[src/rtl/dsa_pkg.sv]
package dsa_pkg;
    typedef enum logic [1:0] {
        ST_IDLE,
        ST_FAST,
        ST_ALIGN,
        ST_HOST
    } dsa_state_e;

    typedef struct packed {
        logic is_reg;
        logic is_write;
        logic wbit;
    } dsa_access_t;
endpackage

[src/rtl/dsa_phase.sv]
module dsa_phase #(
    parameter int RATIO = 8
) (
    input  logic clk,
    input  logic rst_n,
    output logic ph_last
);
    localparam int PW = (RATIO > 2) ? $clog2(RATIO) : 1;
    localparam logic [PW-1:0] LAST = PW'(RATIO - 1);

    logic [PW-1:0] ph;

    always_ff @(posedge clk or negedge rst_n) begin
        if (!rst_n)          ph <= '0;
        else if (ph == LAST) ph <= '0;
        else                 ph <= ph + 1'b1;
    end

    assign ph_last = (ph == LAST);
endmodule

[src/rtl/dsa_decode.sv]
module dsa_decode #(
    parameter int          POLICY    = 0,
    parameter logic [15:0] HOST_BASE = 16'hC000,
    parameter logic [15:0] REG_PAGE  = 16'hFF80
) (
    input  logic [23:0] addr,
    input  logic        turbo_on,
    input  logic        turbo_off,
    output logic        is_reg,
    output logic        slow
);
    logic bank0;
    logic host_rgn;

    assign is_reg   = (addr[23:8] == REG_PAGE);
    assign bank0    = (addr[23:16] == 8'h00);
    assign host_rgn = bank0 && (addr[15:0] >= HOST_BASE);

    generate
        if (POLICY == 0) begin : g_reg_policy
            assign slow = turbo_off | ~turbo_on | host_rgn;
        end else begin : g_bank_policy
            assign slow = turbo_off | bank0;
        end
    endgenerate
endmodule

[src/rtl/dsa_turbo_reg.sv]
module dsa_turbo_reg (
    input  logic clk,
    input  logic rst_n,
    input  logic wr_en,
    input  logic wbit,
    output logic turbo_on
);
    always_ff @(posedge clk or negedge rst_n) begin
        if (!rst_n)     turbo_on <= 1'b0;
        else if (wr_en) turbo_on <= wbit;
    end
endmodule

[src/rtl/dual_speed_arbiter.sv]
module dual_speed_arbiter #(
    parameter int          RATIO     = 8,
    parameter int          POLICY    = 0,
    parameter logic [15:0] HOST_BASE = 16'hC000
) (
    input  logic        clk,
    input  logic        rst_n,
    input  logic        cyc_valid,
    input  logic [23:0] cpu_addr,
    input  logic        cpu_rw_n,
    input  logic        turbo_wbit,
    input  logic        turbo_off,
    output logic        cpu_clk_en,
    output logic        host_cyc,
    output logic        host_wr,
    output logic [7:0]  reg_rdata
);
    import dsa_pkg::*;

    dsa_state_e  state, state_nxt;
    dsa_access_t acc_q;
    logic        ph_last;
    logic        turbo_on;
    logic        dec_reg;
    logic        dec_slow;
    logic        idle_w;
    logic        reg_we;

    dsa_phase #(.RATIO(RATIO)) u_phase (
        .clk(clk), .rst_n(rst_n), .ph_last(ph_last)
    );

    dsa_decode #(.POLICY(POLICY), .HOST_BASE(HOST_BASE)) u_decode (
        .addr(cpu_addr), .turbo_on(turbo_on), .turbo_off(turbo_off),
        .is_reg(dec_reg), .slow(dec_slow)
    );

    dsa_turbo_reg u_turbo (
        .clk(clk), .rst_n(rst_n), .wr_en(reg_we),
        .wbit(acc_q.wbit), .turbo_on(turbo_on)
    );

    assign idle_w = (state == ST_IDLE);

    always_comb begin
        state_nxt = state;
        unique case (state)
            ST_IDLE: begin
                if (cyc_valid) begin
                    if (!dec_slow)    state_nxt = ST_FAST;
                    else if (ph_last) state_nxt = ST_HOST;
                    else              state_nxt = ST_ALIGN;
                end
            end
            ST_FAST:  state_nxt = ST_IDLE;
            ST_ALIGN: if (ph_last) state_nxt = ST_HOST;
            ST_HOST:  if (ph_last) state_nxt = ST_IDLE;
            default:  state_nxt = ST_IDLE;
        endcase
    end

    always_ff @(posedge clk or negedge rst_n) begin
        if (!rst_n) begin
            state <= ST_IDLE;
            acc_q <= '0;
        end else begin
            state <= state_nxt;
            if (idle_w && cyc_valid) begin
                acc_q.is_reg   <= dec_reg;
                acc_q.is_write <= ~cpu_rw_n;
                acc_q.wbit     <= turbo_wbit;
            end
        end
    end

    always_comb begin
        cpu_clk_en = 1'b0;
        host_cyc   = 1'b0;
        unique case (state)
            ST_IDLE:  ;
            ST_FAST:  cpu_clk_en = 1'b1;
            ST_ALIGN: ;
            ST_HOST: begin
                host_cyc   = 1'b1;
                cpu_clk_en = ph_last;
            end
            default: ;
        endcase
        host_wr   = host_cyc & acc_q.is_write;
        reg_we    = cpu_clk_en & acc_q.is_reg & acc_q.is_write;
        reg_rdata = (cpu_clk_en && acc_q.is_reg && !acc_q.is_write)
                  ? {7'b0, turbo_on} : 8'h00;
    end
endmodule

[config.mk]
export PLATFORM = sky130hd
export DESIGN_NAME = dual_speed_arbiter
export DESIGN_NICKNAME = d
export VERILOG_FILES = /design/src/rtl/dsa_pkg.sv /design/src/rtl/dsa_phase.sv /design/src/rtl/dsa_decode.sv /design/src/rtl/dsa_turbo_reg.sv /design/src/rtl/dual_speed_arbiter.sv
export SDC_FILE = /design/constraint.sdc
export NUM_CORES = 1
export LEC_CHECK = 0
export ABC_AREA = 0
export BUFFER_PORTS_ARGS = -buffer_cell sky130_fd_sc_hd__buf_2
export CAP_MARGIN = 20
export CORE_ASPECT_RATIO = 0.9
export CORE_UTILIZATION = 37
export DETAILED_ROUTE_END_ITERATION = 10
export HOLD_SLACK_MARGIN = 0.08
export PLACE_DENSITY = 0.75
export SLEW_MARGIN = 25
export SYNTH_ARGS = -nofsm -noshare
export SYNTH_HDL_FRONTEND = slang
export SYNTH_SLANG_ARGS = --single-unit
[constraint.sdc]
create_clock -name clk -period 2.05 [get_ports clk]
set_input_delay 0.1025 -clock clk [delete_from_list [all_inputs] [get_ports clk]]
set_output_delay 0.1025 -clock clk [all_outputs]
set_load 0.02 [all_outputs]
==> metrics.md <==
| Metric | Value |
|---|---|
| Commonest non-fill, non-tap cell in the layout | `buf_2` |
| Pins Over Slew Limit | `0` |
| Max Freq | `between 500 and 600 MHz` |
| Hold Path Class | `in2reg` |
| Seq/Total Area, Yosys | `between 40 and 50%` |
| Final instance area | `approximately 700 um2` |
| FF+latch count, synth | `9` |
| IO Port Bufs | `25` |
| Synth warn | `0` |
| Initial Utilization | `around two fifths` |
| Core Area | `about 1300 um2` |
| Routed Antenna Nets | `0` |
| Cells after Synth | `50` |
| Clock skew | `around 4.2 ps` |
| Clock Path Buffers | `2` |
| Slowest CP cell | `dfrtp_1` |
| # diodes | `0` |
| Mean area per synthesized cell | `approximately 11 um2` |
| DIE HEIGHT | `roughly 38 um` |
| CP required | `1950 ps` |
| DRC | `0` |
| Synthesized area | `535.5 um2` |
| Final std cells w/o fill | `between 90 and 100` |
| RePlAce Congestion | `0.6824` |
| Leakage | `about 0.00036 uW` |
| IO Pins | `~40` |
| Largest net degree at the start of global routing | `10` |
| Setup ws final | `~150 ps` |
| RSZ-0062 raised after global routing | `no` |
| Placed cells | `about 90` |
| CP Data Arrival Time | `1790 ps` |
| Most frequent cells in the layout | `buf_2, dfrtp_1, conb_1` |
| Cell row count | `12` |
| CP max stage delay | `~380 ps` |
| Number of fill cells | `around 120` |
| Hold slack | `around 130 ps` |
| Peak VDD IR | `~0.46 mV` |
| Chip Width | `roughly 42 um` |
| Crit path to | `reg_rdata[0]` |
| Max-cap violations | `0` |
| Initial DRT Pass Iterations | `4` |
| Final #Nets | `114` |
| Crit. Startpoint | `u_phase.ph[0]` |
| Overall routing resource usage | `16.93%` |
| H-Tree Depth | `1` |
| Run status | `completed` |
| Clock period minus worst slack | `between 1500 and 2000 ps` |
| CP Class | `reg2out` |
| Routed via count | `483` |
| Cells on worst reg2reg path | `5` |
| Hold_buf cts | `3` |
| Post-CTS sizing | `0` |
| Final hold vios | `0` |
| CP dominant cell by count | `ha_1` |
| Die ar. | `1604 um2` |
| WL final | `~1.2 mm` |
| CTS buffer count | `3` |
| Layout cells sized above 1 | `between 40% and 50%` |
| R2R Setup Slk | `around 540 ps` |
| Worst-path cell chain | `ha_1 -> ha_1 -> nand2b_1 -> and2_1 -> and4b_1 -> buf_2` |
| Pwr Density | `869.8 nW/um2` |
| Cell variety after synth | `26` |
| Tcrit/Tclk final | `between 90 and 100%` |
| Worst-path clk slew | `about 60 ps` |
| Post-DR wirelength/cell | `about 12 um` |
| Postcts setup bufs | `0` |
| Crit Path Max Fanout | `4` |
| Origin of the critical flop-to-flop path | `u_phase.ph[0]` |
| CTS tree | `built` |
| R2R Path End | `u_turbo.turbo_on` |
| Area after DPL | `between 600 and 700 um2` |
| DRT iter0 DRCs | `7` |
| HPWL Detailed | `approximately 930 um` |
| Startpoint Class | `flop` |
| Sink Count | `9` |
| CP Capture Type | `primary output` |
| Setup TNS | `0 ps` |
| Vias in the first global route | `505` |
| Setup Viol. Count Final | `0` |
| Clk_lat worst skew | `roughly 260 ps` |
| Grt ovf | `0` |
| Initial antenna violation count | `0` |
| DR vias/cell | `between 5 and 6` |
| CTS root buf | `clkbuf_4` |
| Pre-CTS setup slack | `447.0 ps` |
| First-pass GRT wire length | `a little under 2 mm` |
| Area added between synthesis and finish | `31.54%` |
==> metal layers <==
layer	part of all wire, %	vias up	track usage (%)
li1	-	237	-
met1	44	227	17.86
met2	51	19	32.42
met3	4.6	0	3.774
met4	0	0	8.594
met5	0	-	0
==> cells in the mapped netlist <==
| cell | instances | area share [%] |
|---|---|---|
| and4b_1 | 1 | 1.9 |
| o21ai_0 | 1 | 0.93 |
| nand2b_1 | 2 | 2.3 |
| and3_2 | 1 | 1.4 |
| or3b_4 | 1 | 2.1 |
| mux2i_1 | 1 | 1.9 |
| o21a_1 | 1 | 1.4 |
| a311oi_1 | 1 | 1.6 |
| nor4bb_1 | 1 | 1.9 |
| conb_1 | 1 | 0.70 |
| nor2_1 | 5 | 3.5 |
| buf_4 | 7 | 9.8 |
| nor4b_1 | 1 | 1.6 |
| and2_1 | 1 | 1.2 |
| nor4_1 | 1 | 1.2 |
| a31o_2 | 1 | 1.6 |
| ha_1 | 2 | 4.7 |
| nor3_1 | 1 | 0.93 |
| mux2_2 | 2 | 4.2 |
| nand4_1 | 2 | 2.3 |
| nand4b_1 | 2 | 3.3 |
| and2_2 | 1 | 1.4 |
| o32ai_1 | 1 | 1.6 |
| nand2_1 | 2 | 1.4 |
| dfrtp_1 | 9 | 42 |
| o41ai_2 | 1 | 3.0 |
==> report_power, final <==
part | total (uW) | switching [uW] | internal, uW
logic | 210 | 113 | 97.0
clock network | 137 | 62.2 | 75.0
registers | 265 | 48.5 | 217
total | 613 | 224 | 389
==> kinds of logic after synthesis <==
logic type | synth area share [%]
AO/OA/AOI/OAI | 10.28
adder cells (fa/ha/maj) | 4.672
buffers and inverters | 9.813
flip-flops | 42.06
multiplexers | 6.075
other | 0.7003
AND/OR/NAND/NOR | 26.40
==> registers in the layout, summed over array words and instances, names as in the netlist <==
register,flops
u_turbo.turbo_on,1
u_phase.ph,3
acc_q,3
state,2
==> final cells by class <==
class | count | area [um2] | share of cell area (%)
clock buffer | 4 | 26.28 | 3.730
multi-input combinational | 40 | 280.3 | 39.79
sequential | 9 | 225.2 | 31.97
tap | 14 | 17.52 | 2.487
timing repair buffer | 28 | 155.1 | 22.02
==> critical path, delay by kind of cell (launching register included) <==
| kind | cells | cell delay, ps |
|---|---|---|
| adders and majority gates | 2 | 420 |
| buffers and inverters | 1 | 150 |
| DFF | 1 | 380 |
| and+or+nand+nor | 3 | 580 |
==> metrics by stage <==
| step | total power (uW) | utilization [%] |
|---|---|---|
| floorplan | 406.6 | - |
| global placement | 464.7 | 50.19 |
| detailed placement | 472.4 | 50.19 |
| CTS | 618.7 | 54.55 |
| global route | 649.4 | 54.55 |
| finish | 612.7 | 54.55 |
==> worst min-delay path by stage <==
stage                     to       from  slack, ps  cells after the start
finish              state[1]  cyc_valid        130                      3
global route        state[1]  cyc_valid        120                      3
CTS                 state[1]  cyc_valid        120                      3
detailed placement  acc_q[0]      rst_n        -40                      1
global placement    acc_q[0]      rst_n        -40                      1
floorplan           acc_q[0]      rst_n       -190                      0
No activity file was read; power rests on OpenSTA's default activity.
